<file path="config.mk">
export PLATFORM = sky130hd
export DESIGN_NAME = usbh_irq_status
export DESIGN_NICKNAME = d
export VERILOG_FILES = /design/src/rtl/usbh_irq_pkg.sv /design/src/rtl/usbh_irq_stickybit.sv /design/src/rtl/usbh_irq_ovr_track.sv /design/src/rtl/usbh_irq_status.sv
export SDC_FILE = /design/constraint.sdc
export NUM_CORES = 1
export LEC_CHECK = 0
export ABC_AREA = 1
export BUFFER_PORTS_ARGS = -buffer_cell sky130_fd_sc_hd__buf_2
export CORE_MARGIN = 1.5
export CORE_UTILIZATION = 45
export DETAILED_ROUTE_END_ITERATION = 7
export PLACE_DENSITY = 0.78
export SYNTH_ARGS = -nofsm -noshare
export SYNTH_HDL_FRONTEND = slang
export SYNTH_SLANG_ARGS = --single-unit
</file>
<file path="constraint.sdc">
create_clock -name clk -period 1.7 [get_ports clk]
set_clock_uncertainty 0.2 [all_clocks]
set_input_delay 0.255 -clock clk [delete_from_list [all_inputs] [get_ports clk]]
set_output_delay 0.255 -clock clk [all_outputs]
set_load 0.01 [all_outputs]
</file>
<file path="src/rtl/usbh_irq_pkg.sv">
package usbh_irq_pkg;

    localparam int EVT_N   = 4;
    localparam int IDX_OVR = 0;
    localparam int IDX_WDH = 1;
    localparam int IDX_SOF = 2;
    localparam int IDX_RES = 3;

    localparam logic [1:0] ADDR_STS = 2'd0;
    localparam logic [1:0] ADDR_ENA = 2'd1;
    localparam logic [1:0] ADDR_OVC = 2'd2;

    typedef struct packed {
        logic             master;
        logic [EVT_N-1:0] en;
    } irq_ctl_t;

endpackage

</file>
<file path="src/rtl/usbh_irq_stickybit.sv">
module usbh_irq_stickybit (
    input  logic clk,
    input  logic rst_n,
    input  logic set_i,
    input  logic clr_i,
    output logic flag_o
);
    typedef struct packed {
        logic flag;
    } bit_st_t;

    bit_st_t st_d, st_q;

    // hardware set has priority over a software write-one clear
    always_comb begin
        st_d = st_q;
        if (clr_i) st_d.flag = 1'b0;
        if (set_i) st_d.flag = 1'b1;
    end

    always_ff @(posedge clk) begin
        if (!rst_n) st_q <= '0;
        else        st_q <= st_d;
    end

    assign flag_o = st_q.flag;
endmodule

</file>
<file path="src/rtl/usbh_irq_ovr_track.sv">
module usbh_irq_ovr_track #(
    parameter int CNT_W = 2
) (
    input  logic             clk,
    input  logic             rst_n,
    input  logic             ovr_i,
    input  logic             frame_i,
    output logic             report_o,
    output logic [CNT_W-1:0] cnt_o
);
    typedef struct packed {
        logic             pend;
        logic [CNT_W-1:0] cnt;
    } ovr_st_t;

    ovr_st_t st_d, st_q;

    // an overrun recorded in an earlier frame is reported at this frame start
    assign report_o = frame_i & st_q.pend;

    always_comb begin
        st_d = st_q;
        if (frame_i) st_d.pend = 1'b0;
        if (ovr_i)   st_d.pend = 1'b1;
        if (report_o) st_d.cnt = st_q.cnt + 1'b1;
    end

    always_ff @(posedge clk) begin
        if (!rst_n) st_q <= '0;
        else        st_q <= st_d;
    end

    assign cnt_o = st_q.cnt;
endmodule

</file>
<file path="src/rtl/usbh_irq_status.sv">
module usbh_irq_status
    import usbh_irq_pkg::*;
#(
    parameter int DATA_W    = 8,
    parameter int OVR_CNT_W = 2
) (
    input  logic              clk,
    input  logic              rst_n,
    input  logic              frame_start_i,
    input  logic              sched_ovr_i,
    input  logic              resume_i,
    input  logic              resume_by_host_i,
    input  logic              wb_req_i,
    output logic              wb_ack_o,
    input  logic              reg_wr_i,
    input  logic [1:0]        reg_addr_i,
    input  logic [DATA_W-1:0] reg_wdata_i,
    output logic [DATA_W-1:0] reg_rdata_o,
    output logic              irq_o
);
    localparam int MASTER_BIT = DATA_W - 1;

    logic [EVT_N-1:0]     set_vec;
    logic [EVT_N-1:0]     clr_vec;
    logic [EVT_N-1:0]     sts_vec;
    logic                 ovr_report;
    logic [OVR_CNT_W-1:0] ovr_cnt;
    irq_ctl_t             ctl_d, ctl_q;

    logic wr_sts, wr_ena;
    assign wr_sts = reg_wr_i && (reg_addr_i == ADDR_STS);
    assign wr_ena = reg_wr_i && (reg_addr_i == ADDR_ENA);

    // done-head writeback is held off while the previous one is unacknowledged by software
    assign wb_ack_o = wb_req_i & ~sts_vec[IDX_WDH];

    always_comb begin
        set_vec          = '0;
        set_vec[IDX_RES] = resume_i & ~resume_by_host_i;
        set_vec[IDX_SOF] = frame_start_i;
        set_vec[IDX_WDH] = wb_ack_o;
        set_vec[IDX_OVR] = ovr_report;
        clr_vec          = wr_sts ? reg_wdata_i[EVT_N-1:0] : '0;
    end

    for (genvar i = 0; i < EVT_N; i++) begin : g_flag
        usbh_irq_stickybit u_flag (
            .clk    (clk),
            .rst_n  (rst_n),
            .set_i  (set_vec[i]),
            .clr_i  (clr_vec[i]),
            .flag_o (sts_vec[i])
        );
    end

    usbh_irq_ovr_track #(.CNT_W(OVR_CNT_W)) u_ovr (
        .clk      (clk),
        .rst_n    (rst_n),
        .ovr_i    (sched_ovr_i),
        .frame_i  (frame_start_i),
        .report_o (ovr_report),
        .cnt_o    (ovr_cnt)
    );

    always_comb begin
        ctl_d = ctl_q;
        if (wr_ena) begin
            ctl_d.en     = reg_wdata_i[EVT_N-1:0];
            ctl_d.master = reg_wdata_i[MASTER_BIT];
        end
    end

    always_ff @(posedge clk) begin
        if (!rst_n) ctl_q <= '0;
        else        ctl_q <= ctl_d;
    end

    always_comb begin
        reg_rdata_o = '0;
        case (reg_addr_i)
            ADDR_STS: reg_rdata_o[EVT_N-1:0] = sts_vec;
            ADDR_ENA: begin
                reg_rdata_o[EVT_N-1:0]  = ctl_q.en;
                reg_rdata_o[MASTER_BIT] = ctl_q.master;
            end
            ADDR_OVC: reg_rdata_o[OVR_CNT_W-1:0] = ovr_cnt;
            default:  reg_rdata_o = '0;
        endcase
    end

    assign irq_o = ctl_q.master & (|(sts_vec & ctl_q.en));

endmodule

</file>
## After elaboration in Yosys (flattened, before gate mapping)

Cells that the tools add are included.

- Register bits after elaboration: 12
- Output and inout port bits: 10
- Word-level logic and storage cells: 41

- Add/sub/neg operators: 1
- Equal/unequal tests: 2
- Muxes and demuxes: 14
- Bitwise gates (word level): 7
- Reduce and logical (&&, ||, !) cells: 9

Operator list:

| cell | number |
|---|---|
| two-way mux 1 bit | 11 |
| nonzero test 2 bit | 5 |
| one-hot mux 2 bit (3 select lines) | 1 |
| bitwise AND 1 bit | 4 |
| bitwise AND 4 bit | 1 |
| two-way mux 4 bit | 1 |
| one-hot mux 2 bit (2 select lines) | 1 |
| OR reduction 4 bit | 1 |
| adder 2 x 1 -> 2 bit, second input constant | 1 |
| == test 2 x 1 -> 1 bit, second input constant | 1 |
| == test 2 bit, second input constant | 1 |
| logical AND 1 bit | 2 |
| zero test 2 bit | 1 |
| inverter 1 bit | 2 |

## Depth between registers and ports, before layout

Gate-level depths: netlist (run 1).

- Depth after elaboration: 5
- Depth in mapped cells: 6

## Hierarchy

A second synthesis (run 1) with hierarchy kept.

- Cell total of the unflattened synthesis: 114
- Area, all modules: 690.7 um2

Modules (own cells, without submodules):

| module | times used | cells each | area an instance (um2) | seq. area each (um2) |
|---|---|---|---|---|
| usbh_irq_status | 1 | 71 | 377.9 | 100.1 |
| usbh_irq_stickybit | 4 | 6 | 43.8 | 20.0 |
| usbh_irq_ovr_track | 1 | 19 | 137.6 | 60.1 |

## Worst setup path after synthesis (run 1)

OpenSTA, ideal clock, no wires.

- Path kind: register to output
- Start point: register g_flag[1].u_flag.st_q
- End point: output irq_o
- Data arrival time: 0.721 ns
- Data required time: 1.245 ns
- Slack: 0.524 ns
- Stages on the path, launching flop included: 5
- Buffers on the path: 0
- Path through: dfxtp_1 -> inv_1 -> o21ai_0 -> nor2_1 -> nor2_1

- Word-level cells in the longest chain between the ends: 3

Ends and longest elaborated chain:

| what | line | RTL |
|---|---|---|
| from (decl) | usbh_irq_stickybit.sv:12 | `bit_st_t st_d, st_q;` |
| from (signal assigned) | usbh_irq_stickybit.sv:23 | `else st_q <= st_d;` |
| bitwise AND 4 bit | usbh_irq_status.sv:91 | `assign irq_o = ctl_q.master & (\|(sts_vec & ctl_q.en));` |
| OR reduction 4 bit | usbh_irq_status.sv:91 |  |
| bitwise AND 1 bit | usbh_irq_status.sv:91 |  |
| to (decl) | usbh_irq_status.sv:19 | `output logic irq_o` |

Every way passes these cells.

## Worst setup path after layout (run 1)

Ends and elaborated chain as after synthesis.

==> impl_metrics.py, run 1 <==
metrics = {
    "clocking": {
        "cts_tree": "built",
        "htree_levels": 1,
        "cts.sinks": 12,
        "clock-root-buffer": "clkbuf_4",
        "worst_skew_pair.late_latency_ns": 0.27,
        "cts_max_path_buffers": 2,
        "cts_buffers": 3,
        "clkSlewWorstSetupHoldPaths_ns": 0.07,
        "ctsResizeCount": 0,
    },
    "synthesis": {
        "synthFlopType": "dfxtp_1",
        "synthMuxAreaShare_pct": 0,
        "yosysWarnings": 0,
        "synth_area_um2": 596,
        "synthAdderAreaFrac_pct": 0,
        "avgSynthCellArea_um2": 6.54,
        "synthTopCellsByCount": "nand2_1, nor2_1, inv_1, dfxtp_1, o21ai_0",
        "yosysTopAreaCell": "dfxtp_1",
        "synth_compound_area_share_pct": 14.5,
        "ys_seq_area_share_pct": 40.3,
        "netlist-cell-type-count": 15,
        "syn_inst": 91,
        "yosysMostFrequentCell": "nand2_1",
        "synth_top_family_by_area": "simple AND/OR/NAND/NOR gates",
        "ys_async_sr_fraction_pct": 0,
        "synth_top_area_share_pct": 40.3,
        "synth-seq-cells": 12,
        "synth_edf_count": 0,
        "synth_xor_area_share_pct": 0,
        "synthSimpleGateAreaFrac_pct": 31.3,
        "ys_top_cells_by_area": "dfxtp_1, nand2_1, nor2_1, inv_1, o21ai_0",
    },
    "flow_run": {
        "cap_violations": 0,
    },
    "timing": {
        "setup_violations": 0,
        "fmax_mhz": 636,
        "final_max_slew_viol_count": 0,
        "holdWs_ns": 0.00373,
        "rsz0062_at_grt": "false",
        "fin_crit_sh_pct": 92.4,
        "fin_crit_ns": 1.57,
        "hold_viol": 0,
        "tns_ns": 0,
    },
    "routing": {
        "drc_errors": 0,
        "drt-total-wl_mm": 1.30,
        "drt_iter0_drc": 22,
        "vias": 639,
        "postRouteAntennaNets": 0,
        "drt_pass1_iterations": 4,
        "via_per_inst": 4.95,
        "wl_per_cell_um": 10.1,
    },
    "critical_path": {
        "start_kind": "flip-flop",
        "reg2reg_setup_slack_ns": 0.70,
        "endpoint_kind": "primary output",
        "regToRegStartpoint": "u_ovr.st_q[2]",
        "path_cells": "inv_1 -> o21ai_0 -> nor2_1 -> nor2_1 -> buf_2",
        "worst_ep_required_time_ns": 1.24,
        "cp_top_family": "flip-flops",
        "worstSetupPathType": "flip-flop to primary output",
        "critPathBufInv": 2,
        "slowest_stage": "dfxtp_1",
        "reg2regPathDepth": 5,
        "r2r-end": "u_ovr.cnt_o[1]",
        "worst_ep_arrival_time_ns": 1.12,
        "critPathMostFrequentCell": "nor2_1",
        "cpPeakStageDelay_ns": 0.36,
        "cp_max_fo": 3,
    },
    "floorplanning": {
        "start_util_pct": 50.9,
        "die_h_um": 39.4,
        "die_w_um": 39.4,
        "pin_count": 28,
        "core_area_um2": 1170,
        "rows": 12,
        "dieArea_um2": 1550,
    },
    "grt": {
        "grt_overflow": 0,
        "grt_pass1_wl_mm": 2.15,
        "antenna_found_initial": 0,
        "grt_util_all_layers_pct": 21.2,
        "grt_pass1_vias": 543,
        "grt_max_degree": 9,
    },
    "hold_path": {
        "holdPathStages": 3,
        "min_from": "reg_wdata_i[7]",
        "hold_class": "input pin to flip-flop",
        "worstHoldEndpoint": "ctl_q[4]",
    },
    "layout": {
        "drive_gt1_share_pct": 25.2,
        "n_antenna_cell": 0,
        "fin_nets": 135,
        "area_growth_pct": 23.5,
    },
    "power_and_ir_drop": {
        "pwr_density_cell_nw_per_um2": 772,
        "ir_drop_mv": 0.527,
        "total_leakage_power_nw": 0.391,
        "power.total_uw": 568,
    },
    "place": {
        "io_buffers": 21,
        "dp_hpwl_um": 994,
        "gp_congestion": 0.830,
    },
    "status": {
        "status": "complete, no violations",
    },
}
## cell type report
type,count,area [um2]
Clock buffer,3,22.5
Fill cell,122,435
Inverter,15,56.3
Multi-Input combinational cell,63,284
Sequential cell,12,240
Tap cell,14,17.5
Timing Repair Buffer,22,115
## tightest hold or removal path: cells and delay by family
family	cells	cell delay [ns]
buf+inv	1	0.08
simple gates	2	0.11
## worst max-delay path by stage
stage                                 start  cells after the start  slack [ns]             end
floorplan           g_flag[1].u_flag.flag_o                      4        0.52           irq_o
global placement              reg_addr_i[0]                      5        0.26  reg_rdata_o[1]
detailed placement            reg_addr_i[0]                      5        0.23  reg_rdata_o[1]
CTS                 g_flag[1].u_flag.flag_o                      5        0.12           irq_o
global route        g_flag[1].u_flag.flag_o                      5        0.05           irq_o
finish              g_flag[1].u_flag.flag_o                      5        0.13           irq_o
## timing repair
item                      4_1_cts  5_1_grt
hold buffers                    1        0
setup buffers                   0        0
hold endpoints to repair        1        0
## placed cells by master, fill, tap and decap left out, types with 2 or more instances in the layout
cell type,count
conb_1,3
inv_2,2
inv_1,13
o21ai_0,8
buf_2,21
a21oi_1,6
nand3_1,7
clkbuf_4,3
nor2_1,16
nand2_1,18
dfxtp_1,12
## flip-flops by register name, indices dropped and copies added, names as in the netlist
name / flops
ctl_q: 5
g_flag.u_flag.flag_o: 4
u_ovr.cnt_o: 2
u_ovr.st_q: 1
## kinds of logic (layout without fill, tap and decap cells)
family                 count (synthesis)  count (layout)
and+or+nand+nor                       44              44
DFF                                   12              12
buffers and inverters                 18              40
AOI/OAI and AO/OA                     16              16
other                                  1               3
## layer usage
metal / global-route usage (%) / share of wire (%)
met5: 0 / 0
met1: 23.9 / 45
met4: 12.9 / 1.5
met3: 3.41 / 7.2
met2: 36.7 / 46
## metrics by stage
step	util, %	cell area [um2]	setup WS [ns]	std cells
3_3_place_gp	60.0	703	0.256	125
5_1_grt	62.8	736	0.0452	129
3_5_place_dp	60.0	703	0.233	125
2_1_floorplan	-	603	0.524	93
6_report	62.8	736	0.128	129
4_1_cts	62.8	736	0.117	129
## where the power goes
part	switching [mW]	internal, mW
Sequential	0.0120	0.297
Combinational	0.0514	0.0357
Clock	0.0894	0.0821
(Power assumes the default switching activity.)
==> run 2, diff against run 1 <==
--- a/config.mk
+++ b/config.mk
@@ -11,6 +11,7 @@
 export CORE_UTILIZATION = 45
 export DETAILED_ROUTE_END_ITERATION = 7
 export PLACE_DENSITY = 0.78
+export RECOVER_POWER = 100
 export SYNTH_ARGS = -nofsm -noshare
 export SYNTH_HDL_FRONTEND = slang
 export SYNTH_SLANG_ARGS = --single-unit
==> impl_metrics.py, run 2 (synthesized netlist as in run 1, its figures left out) <==
metrics = {
    "clocking": {
        "cts_max_path_buffers": 2,
        "clkSlewWorstSetupHoldPaths_ns": 0.07,
        "cts_tree": "built",
        "clock-root-buffer": "clkbuf_4",
        "cts_buffers": 3,
        "worst_skew_pair.late_latency_ns": 0.27,
        "cts.sinks": 12,
        "ctsResizeCount": 0,
        "htree_levels": 1,
    },
    "routing": {
        "drt-total-wl_mm": 1.31,
        "drt_iter0_drc": 18,
        "via_per_inst": 4.99,
        "wl_per_cell_um": 10.1,
        "postRouteAntennaNets": 0,
        "vias": 644,
        "drc_errors": 0,
        "drt_pass1_iterations": 4,
    },
    "place": {
        "dp_hpwl_um": 994,
        "io_buffers": 21,
        "dp_slack_ns": 0.233,
        "gp_congestion": 0.830,
    },
    "floorplanning": {
        "core_area_um2": 1170,
        "rows": 12,
        "die_h_um": 39.4,
        "pin_count": 28,
        "die_w_um": 39.4,
        "dieArea_um2": 1550,
        "start_util_pct": 50.9,
    },
    "power_and_ir_drop": {
        "pwr_density_cell_nw_per_um2": 786,
        "power.total_uw": 564,
        "total_leakage_power_nw": 0.361,
        "ir_drop_mv": 0.525,
    },
    "timing": {
        "rsz0062_at_grt": "false",
        "fmax_mhz": 637,
        "tns_ns": 0,
        "setup_violations": 0,
        "hold_viol": 0,
        "final_max_slew_viol_count": 0,
        "holdWs_ns": 0.00740,
        "fin_crit_ns": 1.57,
        "worst_slack_ns": 0.129,
        "fin_crit_sh_pct": 92.4,
    },
    "critical_path": {
        "critPathMostFrequentCell": "nor2_1",
        "worst_ep_arrival_time_ns": 1.12,
        "worst_ep_required_time_ns": 1.24,
        "cp_max_fo": 3,
        "regToRegStartpoint": "u_ovr.st_q[2]",
        "reg2reg_setup_slack_ns": 0.70,
        "path_cells": "inv_1 -> o21ai_0 -> nor2_1 -> nor2_1 -> buf_2",
        "cp_top_family": "flip-flops",
        "critPathBufInv": 2,
        "slowest_stage": "dfxtp_1",
        "cpPeakStageDelay_ns": 0.36,
        "endpoint_kind": "primary output",
        "cp-startpoint": "g_flag[1].u_flag.flag_o",
        "reg2regPathDepth": 5,
        "start_kind": "flip-flop",
        "r2r-end": "u_ovr.cnt_o[1]",
        "worstSetupPathType": "flip-flop to primary output",
    },
    "layout": {
        "area_growth_pct": 20.4,
        "fillers": 128,
        "n_antenna_cell": 0,
        "largest_register_ffs": 5,
        "drive_gt1_share_pct": 15.7,
        "most-common-layout-cells": "nand2_1, nor2_1, inv_1, buf_2, dfxtp_1",
        "mostFrequentLayoutCell": "nand2_1",
        "fin_nets": 135,
        "largest-register": "ctl_q",
    },
    "grt": {
        "grt_util_all_layers_pct": 21.2,
        "grt_pass1_vias": 543,
        "grt_max_degree": 9,
        "antenna_found_initial": 0,
        "grt_pass1_wl_mm": 2.15,
        "grt_overflow": 0,
    },
    "flow_run": {
        "cap_violations": 0,
    },
    "hold_path": {
        "holdPathStages": 3,
        "min_from": "reg_wdata_i[7]",
        "hold_class": "input pin to flip-flop",
        "worstHoldEndpoint": "ctl_q[4]",
    },
    "status": {
        "status": "complete, no violations",
    },
}
-- run 2: worst max path at each step --
| stage | endpoint | cells past startpoint |
|---|---|---|
| finish | irq_o | 5 |
| global route | irq_o | 5 |
| CTS | irq_o | 5 |
| detailed placement | reg_rdata_o[1] | 5 |
| global placement | reg_rdata_o[1] | 5 |
| floorplan | irq_o | 4 |
-- run 2: repair_timing --
| item | in CTS | in global routing |
|---|---|---|
| endpoints found under the hold margin | 1 | 0 |
| hold buffers | 1 | 0 |
| setup buffers | 0 | 0 |
| endpoints found under the setup margin | 0 | 0 |
-- run 2: worst reg2reg max path, cell delays in order (launching register included) --
cell	delay, ns
dfxtp_1	0.33
nand2_1	0.06
inv_1	0.09
nand2_1	0.08
nor2_1	0.09
nor2_1	0.05
-- run 2: cell type report --
type | count | area [um2] | area share [%]
timing repair buffer | 22 | 106 | 14.8
clock buffer | 3 | 22.5 | 3.14
inverter | 15 | 56.3 | 7.85
multi-input combinational | 63 | 274 | 38.2
sequential | 12 | 240 | 33.5
tap | 14 | 17.5 | 2.44
-- run 2: where the power goes --
| group | total (mW) | internal (mW) | switching (mW) |
|---|---|---|---|
| clock | 0.172 | 0.0821 | 0.0899 |
| sequential | 0.309 | 0.297 | 0.0117 |
| combinational | 0.0825 | 0.0326 | 0.0499 |
-- run 2: metrics by stage --
step	util (%)	std cells	instance area, um2
finish	61.2	129	717
global route	61.2	129	717
CTS	62.8	129	736
detailed placement	60.0	125	703
global placement	60.0	125	703
floorplan	-	93	603
-- run 2: metal layers --
metal	GRT usage [%]	share of wire [%]	vias up
met5	0	0	-
met4	12.9	1.5	0
met3	3.41	5.9	4
met2	36.7	46	30
met1	23.9	46	284
li1	-	-	326
